### config.mk
export PLATFORM = sky130hd
export DESIGN_NAME = sdcmd_path
export DESIGN_NICKNAME = d
export VERILOG_FILES = /design/src/rtl/sdcmd_pkg.sv /design/src/rtl/sdcmd_frame.sv /design/src/rtl/sdcmd_crc7_acc.sv /design/src/rtl/sdcmd_flags.sv /design/src/rtl/sdcmd_path.sv
export SDC_FILE = /design/constraint.sdc
export NUM_CORES = 1
export LEC_CHECK = 0
export CORE_ASPECT_RATIO = 0.75
export CORE_MARGIN = 5
export CORE_UTILIZATION = 50
export CTS_BUF_LIST = sky130_fd_sc_hd__clkbuf_8
export CTS_CLUSTER_SIZE = 20
export DETAILED_ROUTE_END_ITERATION = 10
export PLACE_DENSITY = 0.79
export SLEW_MARGIN = 20
export SYNTH_ARGS = -nofsm -noshare
export SYNTH_HDL_FRONTEND = slang
export SYNTH_SLANG_ARGS = --single-unit
### constraint.sdc
create_clock -name clk -period 2.36 [get_ports clk]
set_input_delay 0.472 -clock clk [delete_from_list [all_inputs] [get_ports clk]]
set_output_delay 0.472 -clock clk [all_outputs]
set_load 0.02 [all_outputs]
### src/rtl/sdcmd_pkg.sv
package sdcmd_pkg;

    typedef enum logic [2:0] {
        ST_IDLE,
        ST_SEND,
        ST_WAIT,
        ST_RECV,
        ST_BUSY
    } cmd_state_e;

    localparam int FLAG_W = 29;
    localparam logic [FLAG_W-1:0] STATIC_MASK = 29'h1FE0_0FFF;

    localparam int B_CCRC = 0;
    localparam int B_CTO  = 2;
    localparam int B_DTO  = 3;
    localparam int B_REND = 6;
    localparam int B_SENT = 7;
    localparam int B_ACT  = 13;
    localparam int B_BUSY = 20;
    localparam int B_BEND = 21;

    localparam logic [1:0] RW_NONE      = 2'b00;
    localparam logic [1:0] RW_SHORT_CRC = 2'b01;
    localparam logic [1:0] RW_SHORT_RAW = 2'b10;
    localparam logic [1:0] RW_LONG      = 2'b11;

    localparam logic [6:0] CRC7_TAPS = 7'h09;

    function automatic logic [6:0] crc7_step(input logic [6:0] c, input logic b);
        logic fb;
        fb = b ^ c[6];
        return {c[5:0], 1'b0} ^ (fb ? CRC7_TAPS : 7'h00);
    endfunction

endpackage

### src/rtl/sdcmd_frame.sv
module sdcmd_frame
    import sdcmd_pkg::*;
#(
    parameter int IDX_W = 6,
    parameter int ARG_W = 32,
    localparam int BODY_W = 2 + IDX_W + ARG_W,
    localparam int FRAME_W = BODY_W + 8
) (
    input  logic [IDX_W-1:0]   idx,
    input  logic [ARG_W-1:0]   arg,
    output logic [FRAME_W-1:0] frame
);

    logic [BODY_W-1:0] body;
    logic [6:0]        crc;

    always_comb begin
        body = {1'b0, 1'b1, idx, arg};
        crc  = 7'h00;
        for (int i = BODY_W - 1; i >= 0; i--) begin
            crc = crc7_step(crc, body[i]);
        end
        frame = {body, crc, 1'b1};
    end

endmodule

### src/rtl/sdcmd_crc7_acc.sv
module sdcmd_crc7_acc
    import sdcmd_pkg::*;
(
    input  logic       clk,
    input  logic       rst_n,
    input  logic       clear,
    input  logic       shift_en,
    input  logic       bit_in,
    output logic [6:0] crc
);

    always_ff @(posedge clk or negedge rst_n) begin
        if (!rst_n) begin
            crc <= 7'h00;
        end else if (clear) begin
            crc <= 7'h00;
        end else if (shift_en) begin
            crc <= crc7_step(crc, bit_in);
        end
    end

endmodule

### src/rtl/sdcmd_flags.sv
module sdcmd_flags
    import sdcmd_pkg::*;
#(
    parameter int W = FLAG_W,
    parameter logic [W-1:0] KEEP_MASK = STATIC_MASK
) (
    input  logic         clk,
    input  logic         rst_n,
    input  logic [W-1:0] set_vec,
    input  logic         clr_we,
    input  logic [W-1:0] clr_mask,
    output logic [W-1:0] flags
);

    logic [W-1:0] clr_eff;

    always_comb begin
        clr_eff = clr_we ? (clr_mask & KEEP_MASK) : '0;
    end

    always_ff @(posedge clk or negedge rst_n) begin
        if (!rst_n) begin
            flags <= '0;
        end else begin
            flags <= (flags & ~clr_eff) | (set_vec & KEEP_MASK);
        end
    end

    AST_W1C_CLEARS: assert property (@(posedge clk) disable iff (!rst_n)
        clr_we |=> ((flags & $past(clr_mask & KEEP_MASK & ~set_vec)) == '0));

    AST_ZERO_NO_EFFECT: assert property (@(posedge clk) disable iff (!rst_n)
        clr_we |=> ((flags & $past(flags & ~clr_mask)) == $past(flags & ~clr_mask)));

endmodule

### src/rtl/sdcmd_path.sv
module sdcmd_path
    import sdcmd_pkg::*;
#(
    parameter int RSP_TIMEOUT = 64,
    parameter int DTIMER_W    = 32
) (
    input  logic                clk,
    input  logic                rst_n,
    input  logic                ctl_we,
    input  logic                ctl_enable,
    input  logic [5:0]          ctl_index,
    input  logic                ctl_data,
    input  logic                ctl_stop,
    input  logic [1:0]          ctl_wait,
    input  logic [31:0]         arg_in,
    input  logic [DTIMER_W-1:0] dtimer_in,
    input  logic                clr_we,
    input  logic [28:0]         clr_mask,
    input  logic                cmd_in,
    input  logic                d0_in,
    output logic                cmd_out,
    output logic                cmd_oe,
    output logic                xfer_data_o,
    output logic                stop_o,
    output logic [31:0]         status_o,
    output logic [31:0]         resp0_o,
    output logic [31:0]         resp1_o,
    output logic [31:0]         resp2_o,
    output logic [31:0]         resp3_o
);

    localparam int SHORT_LEN = 48;
    localparam int LONG_LEN  = 136;
    localparam int CRC_TOP   = 127;
    localparam int CNT_W     = $clog2(LONG_LEN);
    localparam int TMO_W     = $clog2(RSP_TIMEOUT + 1);
    localparam int RX_W      = 128;

    cmd_state_e state, nstate;

    logic [SHORT_LEN-1:0] frame;
    logic [SHORT_LEN-1:0] tx_sr;
    logic [CNT_W-1:0]     bit_cnt;
    logic [TMO_W-1:0]     tmr;
    logic [DTIMER_W-1:0]  dcnt;
    logic [1:0]           rsp_wait_q;
    logic                 data_q;
    logic                 stop_q;
    logic [RX_W-1:0]      rx_sr;
    logic [RX_W-1:0]      rx_next;
    logic [6:0]           rx_crc;
    logic [FLAG_W-1:0]    flags;
    logic [FLAG_W-1:0]    set_vec;

    logic start_cmd, abort_req, long_q, check_q, crc_bad, crc_en, crc_clr;
    logic ev_sent, ev_rend, ev_ccrc, ev_cto, ev_bend, ev_dto, rsp_done;

    sdcmd_frame #(.IDX_W(6), .ARG_W(32)) u_frame (
        .idx   (ctl_index),
        .arg   (arg_in),
        .frame (frame)
    );

    sdcmd_crc7_acc u_crc (
        .clk      (clk),
        .rst_n    (rst_n),
        .clear    (crc_clr),
        .shift_en (crc_en),
        .bit_in   (cmd_in),
        .crc      (rx_crc)
    );

    sdcmd_flags u_flags (
        .clk      (clk),
        .rst_n    (rst_n),
        .set_vec  (set_vec),
        .clr_we   (clr_we),
        .clr_mask (clr_mask),
        .flags    (flags)
    );

    always_comb begin
        start_cmd = ctl_we && ctl_enable && (state == ST_IDLE);
        abort_req = ctl_we && !ctl_enable && (state != ST_IDLE);
        long_q    = (rsp_wait_q == RW_LONG);
        check_q   = (rsp_wait_q == RW_SHORT_CRC) || (rsp_wait_q == RW_LONG);
        crc_bad   = check_q && (rx_crc != 7'h00);
        crc_clr   = (state == ST_WAIT);
        crc_en    = (state == ST_RECV) && (bit_cnt != '0) &&
                    (!long_q || (bit_cnt <= CNT_W'(CRC_TOP)));
        rx_next   = {rx_sr[RX_W-2:0], cmd_in};
    end

    // state register
    always_ff @(posedge clk or negedge rst_n) begin
        if (!rst_n) begin
            state <= ST_IDLE;
        end else begin
            state <= nstate;
        end
    end

    // next state and completion events
    always_comb begin
        nstate   = state;
        ev_sent  = 1'b0;
        ev_rend  = 1'b0;
        ev_ccrc  = 1'b0;
        ev_cto   = 1'b0;
        ev_bend  = 1'b0;
        ev_dto   = 1'b0;
        rsp_done = 1'b0;
        if (abort_req) begin
            nstate = ST_IDLE;
        end else begin
            unique case (state)
                ST_IDLE: begin
                    if (start_cmd) nstate = ST_SEND;
                end
                ST_SEND: begin
                    if (bit_cnt == '0) begin
                        if (rsp_wait_q == RW_NONE) begin
                            ev_sent = 1'b1;
                            nstate  = ST_IDLE;
                        end else begin
                            nstate = ST_WAIT;
                        end
                    end
                end
                ST_WAIT: begin
                    if (!cmd_in) begin
                        nstate = ST_RECV;
                    end else if (tmr == TMO_W'(RSP_TIMEOUT - 1)) begin
                        ev_cto = 1'b1;
                        nstate = ST_IDLE;
                    end
                end
                ST_RECV: begin
                    if (bit_cnt == '0) begin
                        rsp_done = 1'b1;
                        ev_ccrc  = crc_bad;
                        ev_rend  = !crc_bad;
                        nstate   = (!crc_bad && !d0_in) ? ST_BUSY : ST_IDLE;
                    end
                end
                ST_BUSY: begin
                    if (d0_in) begin
                        ev_bend = 1'b1;
                        nstate  = ST_IDLE;
                    end else if (dcnt == '0) begin
                        ev_dto = 1'b1;
                        nstate = ST_IDLE;
                    end
                end
                default: nstate = ST_IDLE;
            endcase
        end
    end

    // datapath registers
    always_ff @(posedge clk or negedge rst_n) begin
        if (!rst_n) begin
            tx_sr      <= '0;
            bit_cnt    <= '0;
            tmr        <= '0;
            dcnt       <= '0;
            rsp_wait_q <= RW_NONE;
            data_q     <= 1'b0;
            stop_q     <= 1'b0;
            rx_sr      <= '0;
            resp0_o    <= '0;
            resp1_o    <= '0;
            resp2_o    <= '0;
            resp3_o    <= '0;
        end else begin
            if (start_cmd) begin
                tx_sr      <= frame;
                bit_cnt    <= CNT_W'(SHORT_LEN - 1);
                rsp_wait_q <= ctl_wait;
                data_q     <= ctl_data;
                stop_q     <= ctl_stop;
            end
            case (state)
                ST_SEND: begin
                    tx_sr   <= {tx_sr[SHORT_LEN-2:0], 1'b1};
                    bit_cnt <= bit_cnt - 1'b1;
                    tmr     <= '0;
                end
                ST_WAIT: begin
                    tmr     <= tmr + 1'b1;
                    bit_cnt <= long_q ? CNT_W'(LONG_LEN - 2) : CNT_W'(SHORT_LEN - 2);
                end
                ST_RECV: begin
                    rx_sr   <= rx_next;
                    bit_cnt <= bit_cnt - 1'b1;
                    if (rsp_done && !abort_req) begin
                        dcnt <= dtimer_in;
                        if (long_q) begin
                            resp0_o <= rx_next[127:96];
                            resp1_o <= rx_next[95:64];
                            resp2_o <= rx_next[63:32];
                            resp3_o <= rx_next[31:0];
                        end else begin
                            resp0_o <= rx_next[39:8];
                        end
                    end
                end
                ST_BUSY: begin
                    dcnt <= dcnt - 1'b1;
                end
                default: ;
            endcase
        end
    end

    // outputs
    always_comb begin
        cmd_oe      = (state == ST_SEND);
        cmd_out     = cmd_oe ? tx_sr[SHORT_LEN-1] : 1'b1;
        xfer_data_o = (state != ST_IDLE) && data_q;
        stop_o      = (state != ST_IDLE) && stop_q;

        set_vec         = '0;
        set_vec[B_SENT] = ev_sent;
        set_vec[B_REND] = ev_rend;
        set_vec[B_CCRC] = ev_ccrc;
        set_vec[B_CTO]  = ev_cto;
        set_vec[B_BEND] = ev_bend;
        set_vec[B_DTO]  = ev_dto;

        status_o         = {3'b000, flags};
        status_o[B_ACT]  = (state != ST_IDLE);
        status_o[B_BUSY] = (state == ST_BUSY);
    end

    AST_START_BIT: assert property (@(posedge clk) disable iff (!rst_n)
        $rose(cmd_oe) |-> !cmd_out);

    AST_END_BIT: assert property (@(posedge clk) disable iff (!rst_n)
        (state == ST_SEND && bit_cnt == '0) |-> cmd_out);

    AST_NO_RSP_SENT: assert property (@(posedge clk) disable iff (!rst_n)
        (state == ST_SEND && bit_cnt == '0 && rsp_wait_q == RW_NONE && !abort_req)
        |=> (status_o[B_SENT] && state == ST_IDLE));

    AST_CRC_REND_EXCL: assert property (@(posedge clk) disable iff (!rst_n)
        !(set_vec[B_REND] && set_vec[B_CCRC]));

    AST_TIMEOUT_FROM_WAIT: assert property (@(posedge clk) disable iff (!rst_n)
        $rose(status_o[B_CTO]) |-> ($past(state) == ST_WAIT));

    AST_BUSY_END_D0: assert property (@(posedge clk) disable iff (!rst_n)
        $rose(status_o[B_BEND]) |-> $past(d0_in));

    AST_DTO_D0_LOW: assert property (@(posedge clk) disable iff (!rst_n)
        $rose(status_o[B_DTO]) |-> !$past(d0_in));

    AST_OE_ACTIVE: assert property (@(posedge clk) disable iff (!rst_n)
        cmd_oe |-> status_o[B_ACT]);

    AST_ABORT_IDLE: assert property (@(posedge clk) disable iff (!rst_n)
        abort_req |=> (state == ST_IDLE && !cmd_oe));

endmodule

# After elaboration in Yosys (flattened, before gate mapping)
# Cells that the tools add are included.
# Widths: inputs -> output; s select.
# classes
n_addsub	3
order_cmp	1
eq_ne	13
n_mux	87
bitwise	80
reduce_logical	35
# op_table
cell	count
$xor 7x7->7	37
$mux 4	39
$mux 48	2
$mux 32	2
$pmux 32 s2	1
$xor 1x1->1	37
$logic_not 32->1	1
$sub 32x1->32 const B	1
$and 29x29->29	1
$mux 29	1
$not 29->29	1
$or 29x22->29	1
$mux 3	9
$mux 1	25
$mux 8	2
$pmux 8 s2	1
$pmux 3 s5	1
$mux 7	2
$pmux 7 s2	1
$logic_and 1x1->1	11
$le 8x7->1 const B	1
$logic_not 8->1	1
$reduce_bool 2->1	4
$reduce_bool 8->1	1
other kinds (28)	36
# word_totals
register_bits	393

# Depth between registers and ports, before layout
# logic_depth
ltp_word	113
depth_mapped	10
ltp_nobuf	8

# Hierarchy
# A second synthesis with hierarchy kept.
# unflattened
hier_cells	1668
hier_area_um2	17449.2
# modules_own_cells
module	n_inst	cells_per_inst	area_per_inst_um2	seq_area_each_um2
sdcmd_path	1	1461	15125.8	8933.6
sdcmd_frame	1	107	1196.1	0.0
sdcmd_flags	1	72	819.5	500.5
sdcmd_crc7_acc	1	28	307.8	175.2

# Least setup slack after synthesis
# OpenSTA, ideal clock, no wires.
# synth_timing
kind	input port to flip-flop
start	input port ctl_index[5]
end	register tx_sr[2]
setup_time_ps	118
t_arrival_ps	2635
required_time_ps	2242
setup_slack_ps	-393
path_stages	6
path_buffers	0
cell_sequence	xnor3_2 > xnor3_2 > xor3_1 > xnor3_2 > xnor3_1 > a21o_1
# synth_between
elab_chain_cells	58
word_cells_on_any_way	76
# synth_rtl
element	line_no	text
from (decl)	sdcmd_path.sv:11	input logic [5:0] ctl_index,
$mux 4 *	sdcmd_pkg.sv:33	return {c[5:0], 1'b0} ^ (fb ? CRC7_TAPS : 7'h00);
$xor 7x7->7 * (3 in a row)	sdcmd_pkg.sv:33	
$xor 1x1->1	sdcmd_pkg.sv:32	fb = b ^ c[6];
$mux 4	sdcmd_pkg.sv:33	
$xor 7x7->7 * (4 in a row)	sdcmd_pkg.sv:33	
$xor 1x1->1	sdcmd_pkg.sv:32	
$mux 4	sdcmd_pkg.sv:33	
$xor 7x7->7 * (4 in a row)	sdcmd_pkg.sv:33	
[31 not listed]	-	
$mux 4	sdcmd_pkg.sv:33	
$xor 7x7->7 * (4 in a row)	sdcmd_pkg.sv:33	
$xor 1x1->1 *	sdcmd_pkg.sv:32	
$mux 4 *	sdcmd_pkg.sv:33	
$xor 7x7->7 *	sdcmd_pkg.sv:33	
$xor 7x4->7 *	sdcmd_pkg.sv:33	
$mux 48 *	sdcmd_path.sv:176	if (start_cmd) begin
$mux 48 *	sdcmd_path.sv:183	case (state)
to (signal assigned)	sdcmd_path.sv:177	tx_sr <= frame;
to (signal assigned)	sdcmd_path.sv:185	tx_sr <= {tx_sr[SHORT_LEN-2:0], 1'b1};
to (decl)	sdcmd_path.sv:42	logic [SHORT_LEN-1:0] tx_sr;
# Every way passes the cells marked *; elsewhere a longest branch is shown, timed or not. The select of a mux whose other input is x is not followed.
# A chain may end at the register's enable or synchronous reset.

# Worst setup path in the final report
# layout_timing
start	input port arg_in[30]
end	register tx_sr[6]
# layout_between
elab_chain_cells	49
word_cells_on_any_way	61
# layout_rtl
element	line_no	text
from (decl)	sdcmd_path.sv:15	input logic [31:0] arg_in,
$xor 1x1->1 *	sdcmd_pkg.sv:32	
$mux 4 *	sdcmd_pkg.sv:33	
$xor 7x7->7 * (4 in a row)	sdcmd_pkg.sv:33	
$xor 1x1->1	sdcmd_pkg.sv:32	
$mux 4	sdcmd_pkg.sv:33	
$xor 7x7->7 * (4 in a row)	sdcmd_pkg.sv:33	
$xor 1x1->1	sdcmd_pkg.sv:32	
$mux 4	sdcmd_pkg.sv:33	
[23 not listed]	-	
$mux 4	sdcmd_pkg.sv:33	
$xor 7x7->7 * (4 in a row)	sdcmd_pkg.sv:33	
$xor 1x1->1	sdcmd_pkg.sv:32	
$mux 4	sdcmd_pkg.sv:33	
$xor 7x7->7 * (2 in a row)	sdcmd_pkg.sv:33	
$xor 7x4->7 *	sdcmd_pkg.sv:33	
$mux 48 *	sdcmd_path.sv:176	
$mux 48 *	sdcmd_path.sv:183	
# Marks and branches as above.

==> impl_metrics.ini <==
[status]
status = finished clean

[setup_path]
critPathKind = input port to register
cp_data_required_time_ns = 2.82
critPathMaxStageDelay_ns = 0.47
crit_arrival_ns = 2.77
cp_slowest_cell = xnor3_4
crit_chain = dlygate4sd2_1, xnor2_2, buf_4, xnor3_2, xnor3_4, xnor3_2, xnor2_2, o21ai_1
critPathMaxFanout = 3
crit_path_start_kind = input port
critPathCaptureType = register

[place]
portBuffers = 254
gp_congestion = 0.913
placed_cells = 2079
place.detailed.hpwl_um = 27800
postPlaceCellArea_sq_mm = 0.0204

[sta]
fmax_mhz = 433
finalSetupViolCount = 0
slew_headroom_pct = 50.4
finalCriticalPeriod_ns = 2.31
final.setup_skew_ns = 0.0372
tns_ns = 0
maxSlewViolCount = 0
tightest_slew_ns = 0.744
fin_crit_sh_pct = 97.8
final_hold_viol_count = 0
whs_ns = 0.351

[synth]
synth_fa_ha_area_share_pct = 0.302
synth_area_sq_mm = 0.0166
ys_async_sr_fraction_pct = 100
yosys.area_share.simple_pct = 9.51
synth_xor_xnor_area_share_pct = 5.58
netlist_instances = 1360
ys_seq_area_share_pct = 57.9
yosys-top-cells-area = dfrtp_1, mux2_2, nor2_1
synth_ff_type = dfrtp_1
ys_types = 62
syn_avg_cell_area_sq_um = 12.2
synthMuxAreaShare_pct = 15.8
synth-seq-cells = 384
synth.top_cell.area_share_pct = 57.9
synth_compound_area_share_pct = 8.50
synth_top_family_by_area = multiplexers
yosys_warnings = 0
yosysTopAreaCell = dfrtp_1
synth_edf_count = 0

[die]
die_h_um = 168
die-area_sq_mm = 0.0370
num_io_pins = 274
core_sq_mm = 0.0326
initial_core_util_pct = 50.9
rows = 57
die_x_um = 220

[worst_hold_path]
hp-class = input port to async pin

[finish]
diodes = 0
drive_above_1_share_pct = 26.3
layout-area-overhead-vs-synth_pct = 31.1
layout.cells.non_filler = 2198
final_common_cell = dfrtp_1
fin_area_sq_mm = 0.0218
fillers = 2339
multi_input_area_sq_mm = 0.00680
layout_common_cells = dfrtp_1, clkdlybuf4s50_1, mux2_2
seq_area_sq_mm = 0.00961
final_nets = 1825

[route]
viasPerCell = 5.40
dr.pass1.iters = 5
wl_um = 41100
drc = 0
wire_per_inst_um = 18.7
vias = 11900
drt-initial-drc-count = 893
final_antenna_net_count = 0

[power_and_ir_drop]
peakVddDrop_v = 0.000551
powerDensity_mw_per_mm2 = 854
power.leakage_nw = 10.3

[cts]
cts_buffer_depth = 3
clk_latency_ns = 0.62
cts_buffers = 58
clkTransAtPathRegs_ns = 0.06
htreeDepth = 2
root_buffer = clkbuf_8
clock-sinks = 384
cts_tree = done

[grt]
grt_pass1_vias = 12400
grt.total_usage_pct = 22.2
grt_max_degree = 128
antenna_found_initial = 0
grt_pass1_wl_um = 66900
grt_overflow = 0

[run]
drv_cap = 0
==> report_power, final <==
group | internal [mW] | switching (mW)
Sequential | 7.34 | 0.594
Combinational | 2.68 | 2.54
Clock | 2.87 | 2.57
==> critical path, delay by kind of cell <==
family	cells	cell delay (ns)
buffers and inverters	2	0.44
AO/OA/AOI/OAI	1	0.09
XOR/XNOR	5	1.76
==> state kept, by name (all words and copies together), names as in the netlist <==
name and cells:
state 3, tx_sr 48, rx_sr 127, stop_q 1, bit_cnt 8, resp1_o 32, tmr 7, u_flags.flags 20
dcnt 32, resp2_o 32, resp0_o 32, resp3_o 32, u_crc.crc 7, rsp_wait_q 2, data_q 1
==> cell families after synthesis <==
group / Yosys count
AOI/OAI and AO/OA: 212
buffers and inverters: 94
other: 1
muxes: 234
DFF: 384
adders and majority gates: 4
xor gates and xnor gates: 63
and+or+nand+nor: 368
==> through the flow <==
| step | util [%] | worst slack (ns) | power [mW] |
|---|---|---|---|
| floorplan | - | -0.0737 | 11.1 |
| global placement | 62.5 | -0.702 | 12.7 |
| detailed placement | 62.5 | -0.746 | 12.9 |
| CTS | 66.5 | -0.0692 | 18.5 |
| global route | 66.8 | -0.0150 | 19.6 |
| finish | 66.8 | 0.0521 | 18.6 |
==> repair_timing <==
action,4_1_cts,5_1_grt
gates resized for setup,36,30
setup endpoints to repair,160,26
hold endpoints to repair,42,0
hold buffers,1,0
pin swaps,11,7
buffers inserted,8,5
==> synth_stat cells (13+ instances only) <==
library cell	n
dfrtp_1	384
mux2_2	228
nor2_1	162
nand2_1	119
clkbuf_1	63
o22ai_1	41
o21ai_0	36
a31oi_1	33
xnor2_1	29
a21oi_1	22
nor3_1	20
nand3_1	18
a21boi_0	15
xnor3_1	13
==> final cells by class <==
cell class	count	area share, %
clock buffer	72	4.55
tap	442	2.54
sequential	384	44.2
multi-input combinational	891	31.3
inverter	12	0.207
timing repair buffer	364	16.4
clock inverter	33	0.834
==> final timing paths <==
| check | start | end | slack [ns] | depth (start not counted) |
|---|---|---|---|---|
| worst max-delay path | arg_in[30] | tx_sr[6] | 0.05 | 8 |
| worst min-delay path | rst_n | resp2_o[20] | 0.35 | 2 |
| worst max register to register | dcnt[17] | dcnt[28] | 0.10 | 7 |
| worst min register to register | tx_sr[46] | tx_sr[47] | 0.46 | 2 |
| max in group asynchronous | rst_n | u_flags.flags[5] | 1.20 | 3 |
| min in group clk | arg_in[28] | tx_sr[36] | 0.35 | 3 |
==> layer usage <==
| layer | up-vias | wire, um | GRT usage [%] |
|---|---|---|---|
| met3 | 41 | 3280 | 6.70 |
| met5 | - | 0 | 0 |
| met2 | 373 | 19300 | 35.0 |
| met4 | 0 | 424 | 3.66 |
| li1 | 5521 | - | - |
| met1 | 5931 | 18100 | 31.3 |
(Power assumes the default switching activity.)
